File: src/rtl/pgw_pkg.sv
package pgw_pkg;
    localparam int LIN_W      = 32;
    localparam int PHY_W      = 36;
    localparam int ENT_W      = 64;
    localparam int BASE_W     = 27;
    localparam int BASE_ALIGN = 5;
    localparam int ENT_SHIFT  = 3;
    localparam int PG_SHIFT   = 12;
    localparam int BIG_SHIFT  = 21;
    localparam int IDX_W      = 9;
    localparam int TOP_IDX_W  = 2;
    localparam int PRESENT_B  = 0;
    localparam int SIZE_B     = 7;
    localparam int FRM_W      = PHY_W - PG_SHIFT;
    localparam int BIG_FRM_W  = PHY_W - BIG_SHIFT;

    typedef enum logic [2:0] {
        ST_IDLE,
        ST_FETCH_TOP,
        ST_FETCH_DIR,
        ST_FETCH_TBL,
        ST_DONE
    } walk_st_e;

    typedef enum logic [1:0] {
        LV_TOP,
        LV_DIR,
        LV_TBL
    } level_e;

    typedef struct packed {
        walk_st_e           st;
        logic               issued;
        logic [LIN_W-1:0]   lin;
        logic [PHY_W-1:0]   addr;
        logic [PHY_W-1:0]   phys;
        logic               fault;
    } walk_regs_t;
endpackage

File: src/rtl/pgw_addr_gen.sv
module pgw_addr_gen
    import pgw_pkg::*;
#(
    parameter int P_LIN_W  = LIN_W,
    parameter int P_PHY_W  = PHY_W,
    parameter int P_ENT_W  = ENT_W,
    parameter int P_BASE_W = BASE_W
) (
    input  level_e               level,
    input  logic [P_BASE_W-1:0]  base_ptr,
    input  logic [P_LIN_W-1:0]   lin,
    input  logic [P_ENT_W-1:0]   entry,
    output logic [P_PHY_W-1:0]   addr
);
    localparam int PAD_W = P_PHY_W - P_BASE_W - BASE_ALIGN;
    localparam int DIR_LO = BIG_SHIFT;
    localparam int TBL_LO = PG_SHIFT;
    localparam int TOP_LO = P_LIN_W - TOP_IDX_W;

    logic [P_PHY_W-1:0] tbl_base;
    logic [IDX_W-1:0]   idx;

    always_comb begin
        if (level == LV_TOP) begin
            tbl_base = {{PAD_W{1'b0}}, base_ptr, {BASE_ALIGN{1'b0}}};
            idx      = {{(IDX_W-TOP_IDX_W){1'b0}}, lin[TOP_LO +: TOP_IDX_W]};
        end else begin
            tbl_base = {entry[P_PHY_W-1:PG_SHIFT], {PG_SHIFT{1'b0}}};
            if (level == LV_DIR) idx = lin[DIR_LO +: IDX_W];
            else                 idx = lin[TBL_LO +: IDX_W];
        end
        addr = tbl_base + {{(P_PHY_W-IDX_W-ENT_SHIFT){1'b0}}, idx, {ENT_SHIFT{1'b0}}};
    end
endmodule

File: src/rtl/pgw_frame_sel.sv
module pgw_frame_sel
    import pgw_pkg::*;
#(
    parameter int P_LIN_W = LIN_W,
    parameter int P_PHY_W = PHY_W,
    parameter int P_ENT_W = ENT_W
) (
    input  logic               big,
    input  logic [P_ENT_W-1:0] entry,
    input  logic [P_LIN_W-1:0] lin,
    output logic [P_PHY_W-1:0] phys
);
    always_comb begin
        if (big) phys = {entry[P_PHY_W-1:BIG_SHIFT], lin[BIG_SHIFT-1:0]};
        else     phys = {entry[P_PHY_W-1:PG_SHIFT], lin[PG_SHIFT-1:0]};
    end
endmodule

File: src/rtl/pgw_seq.sv
module pgw_seq
    import pgw_pkg::*;
#(
    parameter int P_LIN_W = LIN_W,
    parameter int P_PHY_W = PHY_W,
    parameter int P_ENT_W = ENT_W
) (
    input  logic               clk,
    input  logic               rst_n,
    input  logic               req_valid,
    input  logic [P_LIN_W-1:0] req_lin,
    input  logic               rsp_valid,
    input  logic [P_ENT_W-1:0] rsp_data,
    input  logic [P_PHY_W-1:0] calc_addr,
    input  logic [P_PHY_W-1:0] calc_phys,
    output level_e             calc_level,
    output logic [P_LIN_W-1:0] calc_lin,
    output logic               calc_big,
    output logic               rd_req,
    output logic [P_PHY_W-1:0] rd_addr,
    output logic               done,
    output logic               fault,
    output logic [P_PHY_W-1:0] phys
);
    walk_regs_t q, d;
    logic in_fetch;
    logic present;

    assign in_fetch = (q.st == ST_FETCH_TOP) || (q.st == ST_FETCH_DIR) ||
                      (q.st == ST_FETCH_TBL);
    assign present  = rsp_data[PRESENT_B];

    always_comb begin
        d          = q;
        calc_level = LV_TOP;
        calc_lin   = q.lin;
        calc_big   = 1'b0;
        case (q.st)
            ST_IDLE: begin
                calc_lin = req_lin;
                if (req_valid) begin
                    d.st     = ST_FETCH_TOP;
                    d.lin    = req_lin;
                    d.addr   = calc_addr;
                    d.issued = 1'b0;
                    d.fault  = 1'b0;
                    d.phys   = '0;
                end
            end
            ST_FETCH_TOP: begin
                calc_level = LV_DIR;
                d.issued   = 1'b1;
                if (rsp_valid) begin
                    if (!present) begin
                        d.st    = ST_DONE;
                        d.fault = 1'b1;
                    end else begin
                        d.st     = ST_FETCH_DIR;
                        d.addr   = calc_addr;
                        d.issued = 1'b0;
                    end
                end
            end
            ST_FETCH_DIR: begin
                calc_level = LV_TBL;
                calc_big   = 1'b1;
                d.issued   = 1'b1;
                if (rsp_valid) begin
                    if (!present) begin
                        d.st    = ST_DONE;
                        d.fault = 1'b1;
                    end else if (rsp_data[SIZE_B]) begin
                        d.st   = ST_DONE;
                        d.phys = calc_phys;
                    end else begin
                        d.st     = ST_FETCH_TBL;
                        d.addr   = calc_addr;
                        d.issued = 1'b0;
                    end
                end
            end
            ST_FETCH_TBL: begin
                calc_level = LV_TBL;
                d.issued   = 1'b1;
                if (rsp_valid) begin
                    d.st = ST_DONE;
                    if (!present) d.fault = 1'b1;
                    else          d.phys  = calc_phys;
                end
            end
            ST_DONE: begin
                d.st = ST_IDLE;
            end
            default: d.st = ST_IDLE;
        endcase
    end

    always_ff @(posedge clk) begin
        if (!rst_n) begin
            q.st     <= ST_IDLE;
            q.issued <= 1'b0;
            q.lin    <= '0;
            q.addr   <= '0;
            q.phys   <= '0;
            q.fault  <= 1'b0;
        end else begin
            q <= d;
        end
    end

    assign rd_req  = in_fetch && !q.issued;
    assign rd_addr = q.addr;
    assign done    = (q.st == ST_DONE);
    assign fault   = done && q.fault;
    assign phys    = q.phys;


    rd_pulse_chk: assert property (@(posedge clk) disable iff (!rst_n)
        (rd_req && !rsp_valid) |=> !rd_req);

    done_pulse_chk: assert property (@(posedge clk) disable iff (!rst_n)
        done |=> !done);

    fault_with_done_chk: assert property (@(posedge clk) disable iff (!rst_n)
        fault |-> done);

    top_low4g_chk: assert property (@(posedge clk) disable iff (!rst_n)
        (rd_req && q.st == ST_FETCH_TOP) |-> (rd_addr[P_PHY_W-1:32] == '0));

    lin_hold_chk: assert property (@(posedge clk) disable iff (!rst_n)
        (q.st != ST_IDLE) |=> $stable(q.lin));

    fault_abort_chk: assert property (@(posedge clk) disable iff (!rst_n)
        (in_fetch && rsp_valid && !rsp_data[PRESENT_B]) |=> (done && fault && !rd_req));
endmodule

File: src/rtl/pgw_walker.sv
module pgw_walker
    import pgw_pkg::*;
#(
    parameter int P_LIN_W  = LIN_W,
    parameter int P_PHY_W  = PHY_W,
    parameter int P_ENT_W  = ENT_W,
    parameter int P_BASE_W = BASE_W
) (
    input  logic                clk,
    input  logic                rst_n,
    input  logic                xl_req,
    input  logic [P_LIN_W-1:0]  xl_lin,
    input  logic [P_BASE_W-1:0] base_ptr,
    output logic                rd_req,
    output logic [P_PHY_W-1:0]  rd_addr,
    input  logic                rd_rsp_valid,
    input  logic [P_ENT_W-1:0]  rd_rsp_data,
    output logic                xl_done,
    output logic                xl_fault,
    output logic [P_PHY_W-1:0]  xl_phys
);
    level_e             calc_level;
    logic [P_LIN_W-1:0] calc_lin;
    logic               calc_big;
    logic [P_PHY_W-1:0] calc_addr;
    logic [P_PHY_W-1:0] calc_phys;

    pgw_seq #(
        .P_LIN_W(P_LIN_W), .P_PHY_W(P_PHY_W), .P_ENT_W(P_ENT_W)
    ) u_seq (
        .clk        (clk),
        .rst_n      (rst_n),
        .req_valid  (xl_req),
        .req_lin    (xl_lin),
        .rsp_valid  (rd_rsp_valid),
        .rsp_data   (rd_rsp_data),
        .calc_addr  (calc_addr),
        .calc_phys  (calc_phys),
        .calc_level (calc_level),
        .calc_lin   (calc_lin),
        .calc_big   (calc_big),
        .rd_req     (rd_req),
        .rd_addr    (rd_addr),
        .done       (xl_done),
        .fault      (xl_fault),
        .phys       (xl_phys)
    );

    pgw_addr_gen #(
        .P_LIN_W(P_LIN_W), .P_PHY_W(P_PHY_W), .P_ENT_W(P_ENT_W), .P_BASE_W(P_BASE_W)
    ) u_addr (
        .level    (calc_level),
        .base_ptr (base_ptr),
        .lin      (calc_lin),
        .entry    (rd_rsp_data),
        .addr     (calc_addr)
    );

    pgw_frame_sel #(
        .P_LIN_W(P_LIN_W), .P_PHY_W(P_PHY_W), .P_ENT_W(P_ENT_W)
    ) u_frame (
        .big   (calc_big),
        .entry (rd_rsp_data),
        .lin   (calc_lin),
        .phys  (calc_phys)
    );
endmodule

File: config.mk
export PLATFORM = sky130hd
export DESIGN_NAME = pgw_walker
export DESIGN_NICKNAME = d
export VERILOG_FILES = /design/src/rtl/pgw_pkg.sv /design/src/rtl/pgw_addr_gen.sv /design/src/rtl/pgw_frame_sel.sv /design/src/rtl/pgw_seq.sv /design/src/rtl/pgw_walker.sv
export SDC_FILE = /design/constraint.sdc
export NUM_CORES = 1
export LEC_CHECK = 0
export BUFFER_PORTS_ARGS = -buffer_cell sky130_fd_sc_hd__buf_2
export CAP_MARGIN = 20
export CORE_MARGIN = 4
export CORE_UTILIZATION = 55
export CTS_CLUSTER_SIZE = 20
export DETAILED_ROUTE_END_ITERATION = 7
export PLACE_DENSITY = 0.92
export SLEW_MARGIN = 30
export SYNTH_ARGS = -nofsm -noshare
export SYNTH_HDL_FRONTEND = slang
export SYNTH_SLANG_ARGS = --single-unit
export TNS_END_PERCENT = 100
File: constraint.sdc
create_clock -name clk -period 6.15 [get_ports clk]
set_input_delay 0.615 -clock clk [delete_from_list [all_inputs] [get_ports clk]]
set_output_delay 0.615 -clock clk [all_outputs]
set_load 0.05 [all_outputs]
==> key figures <==
Worst setup path
  • Critical path class: flip-flop to flip-flop
  • Crit path max fanout: 40
  • Crit end category: flip-flop
  • Worst r2r src: u_seq.q[108]
  • Nature of the critical path startpoint: flip-flop
  • Critical Path RT: 6.45 ns
  • CP Launch Point: u_seq.q[108]
  • Critical path data arrival time: 4.02 ns

STA
  • Setup TNS: 0 ns
  • Fin Hold WS: 0.453 ns
  • Worst-margin pin slew: 0.887 ns
  • Endpoints failing setup: 0
  • Slew Limit Fails: 0
  • Skew final: 0.00559 ns
  • Min Tclk post-route: 3.72 ns
  • Post-route worst setup slack: 2.43 ns
  • F_max: 269 MHz
  • Final period util: 60.4%
  • Worst slew margin: 40.4%
  • RSZ-0062 raised after global routing: false
  • Hold Fails Final Rpt: 0

Yosys
  • Synth warn: 0
  • Flops & latches, synth: 104
  • Post-Synth Adder-Cell Area: 1.79%
  • Synth Area in Simple Gates: 27.3%
  • Cell count after synthesis: 812
  • Distinct cells, synth: 63
  • Most common cell in the netlist: nand2_1
  • Largest family of logic cells by synthesized area: simple AND/OR/NAND/NOR gates
  • Syn Area/Cell: 7.42 um2
  • Synthesized area: 6030 um2
  • Asr flop ratio synth: 0%
  • Post-Synth XOR/XNOR Area: 1.45%
  • Synth area leaders: dfxtp_1 (35%), buf_4 (9.1%), nand2_1 (8.9%)
  • Post-synthesis compound-gate area fraction: 17.7%
  • Sequential area share after synthesis: 34.6%
  • Mux share of post-synthesis cell area: 3.90%
  • Number of synthesized flops with an enable pin: 0
  • Top cell type by total area after synthesis: dfxtp_1
  • Most frequent cells after synthesis: nand2_1 (143), dfxtp_1 (104), a21oi_1 (103), buf_4 (73), nor2_1 (60)
  • Post-synth top area share: 34.6%
  • Top_reg_cell synth: dfxtp_1

Job
  • Max-cap viol count: 0

Final layout
  • Nets: 1,000
  • Layout cells sized above 1: 23.0%
  • Reg area: 2080 um2
  • Fillers: 978
  • Multi-input gate area: 3180 um2
  • Final Cell Area: 6510 um2
  • Post-layout util: 62.0%
  • Area Overhead vs Synth: 8.08%

Drt
  • DR vias: 5,891
  • Routed vias/inst: 5.86
  • Post-DR wirelength/cell: 16.7 um
  • Drt initial violations: 670
  • Post-DRT Antenna Nets: 0
  • DRT Pass-1 Iters: 5
  • DRC violations left: 0
  • DRT Wirelength: 16,800 um

Clock tree
  • Post-CTS Resized: 0
  • Total clock buffers created by CTS: 9
  • CTS tree: done
  • H-Tree Level Count: 3
  • Clock sink total: 104
  • Clock slew at reported path FFs: 0.10 ns
  • CTS max path bufs: 2
  • Setup Fix Bufs, Post-CTS: 0
  • Clock Latency Late Sink: 0.37 ns
  • Hold_buf cts: 0
  • CTS root buffer: clkbuf_8

Floorplan
  • Core area: 10,500 um2
  • Full die area: 12,700 um2
  • Initial Util: 57.3%
  • Rows: 37
  • Die width: 113 um
  • Die Ht: 113 um
  • # IOs: 202

Global routing
  • Initial antenna violation count: 1
  • Global-route wire length before repair: 26,200 um
  • Largest net degree at the start of global routing: 61
  • Global route overflow: 0
  • Overall routing resource usage: 25.3%
  • Number of global-route vias before repair: 5,182

Hold path
  • Hold Crit Class: flip-flop to flip-flop
  • Worst hold path startpoint: u_seq.phys[8]

Placement
  • HPWL Detailed: 12,200 um
  • GP Congestion: 0.903
  • Pre-CTS setup slack: 2.17 ns
  • Dpl cell area: 6340 um2
  • Buffers on Ports: 160

Run status
  • Status: finished, final reports clean

Power and ir drop
  • Worst vdd ir: 0.000132 V
  • PD cells: 239 nW/um2
  • Leak Pwr: 0.00289 uW
-- sequential cells by signal, summed over array words and instances (netlist names) --
register	cells
u_seq.phys	36
u_seq.rd_addr	33
u_seq.q	35
-- through the flow --
stage	std cells	total power [uW]
2_1_floorplan	814	1090
3_3_place_gp	988	1160
3_5_place_dp	990	1170
4_1_cts	1005	1560
5_1_grt	1006	1620
6_report	1006	1560
-- cell families (layout without fill, tap and decap cells) --
family                     count (synthesis)  after routing
AOI/OAI and AO/OA                        175            175
xor gates and xnor gates                  10             10
adders and majority gates                  8              8
buffers and inverters                    136            191
DFF                                      104            104
muxes                                     23             23
other                                      1              4
and+or+nand+nor                          355            355
-- cells in the final DEF, fill, tap and decap left out, types with 4 or more instances in the layout --
master and n:
o211ai_1 4, nand2b_1 4, and3_1 22, a31oi_1 8, nand2_1 143, nand4_1 16, o21ai_0 19, nor4_1 4
a311o_1 4, buf_2 160, mux2i_1 21, o311ai_0 5, xnor2_1 7, clkbuf_8 9, a21oi_1 102, dfxtp_1 103
inv_1 5, nor2_1 60, a21o_1 5, buf_4 9, nor3_1 22, nand3_1 52, and2_1 11, ha_1 7
-- routing by layer --
layer / share of wire (%) / vias up / track usage [%]
met5: 0 / - / 0
met4: 3.2 / 0 / 11.0
met3: 9.5 / 48 / 4.42
met2: 46 / 302 / 40.8
met1: 41 / 2685 / 33.2
li1: - / 2856 / -
-- final timing paths --
kind	to	slack [ns]	depth (start not counted)
worst min register to register	u_seq.phys[8]	0.45	2
worst max-delay path	u_seq.rd_addr[35]	2.43	10
worst max register to register	u_seq.rd_addr[35]	2.43	10
worst min-delay path	u_seq.phys[8]	0.45	2
-- cell type report --
cell class | count | area share, %
antenna | 1 | 0.0384
clock buffer | 10 | 1.96
clock inverter | 5 | 0.653
inverter | 6 | 0.346
multi-input combinational | 574 | 48.9
sequential | 104 | 32.0
tap | 136 | 2.61
timing repair buffer | 170 | 13.5
-- report_power, final --
part,switching (uW),leakage (uW),internal [uW]
Clock,246,0.0000765,149
Combinational,295,0.00196,123
Sequential,28.1,0.000849,715
-- critical path, stage by stage, from the launching register on --
cell	delay, ns
dfxtp_1	0.81
o21bai_4	0.28
buf_4	0.43
and2_1	0.19
ha_1	0.18
and3_1	0.16
a221oi_1	0.13
a211oi_4	0.55
nand3_2	0.19
or4_1	0.55
a31oi_1	0.16
Power figures use the tool's default switching activity.
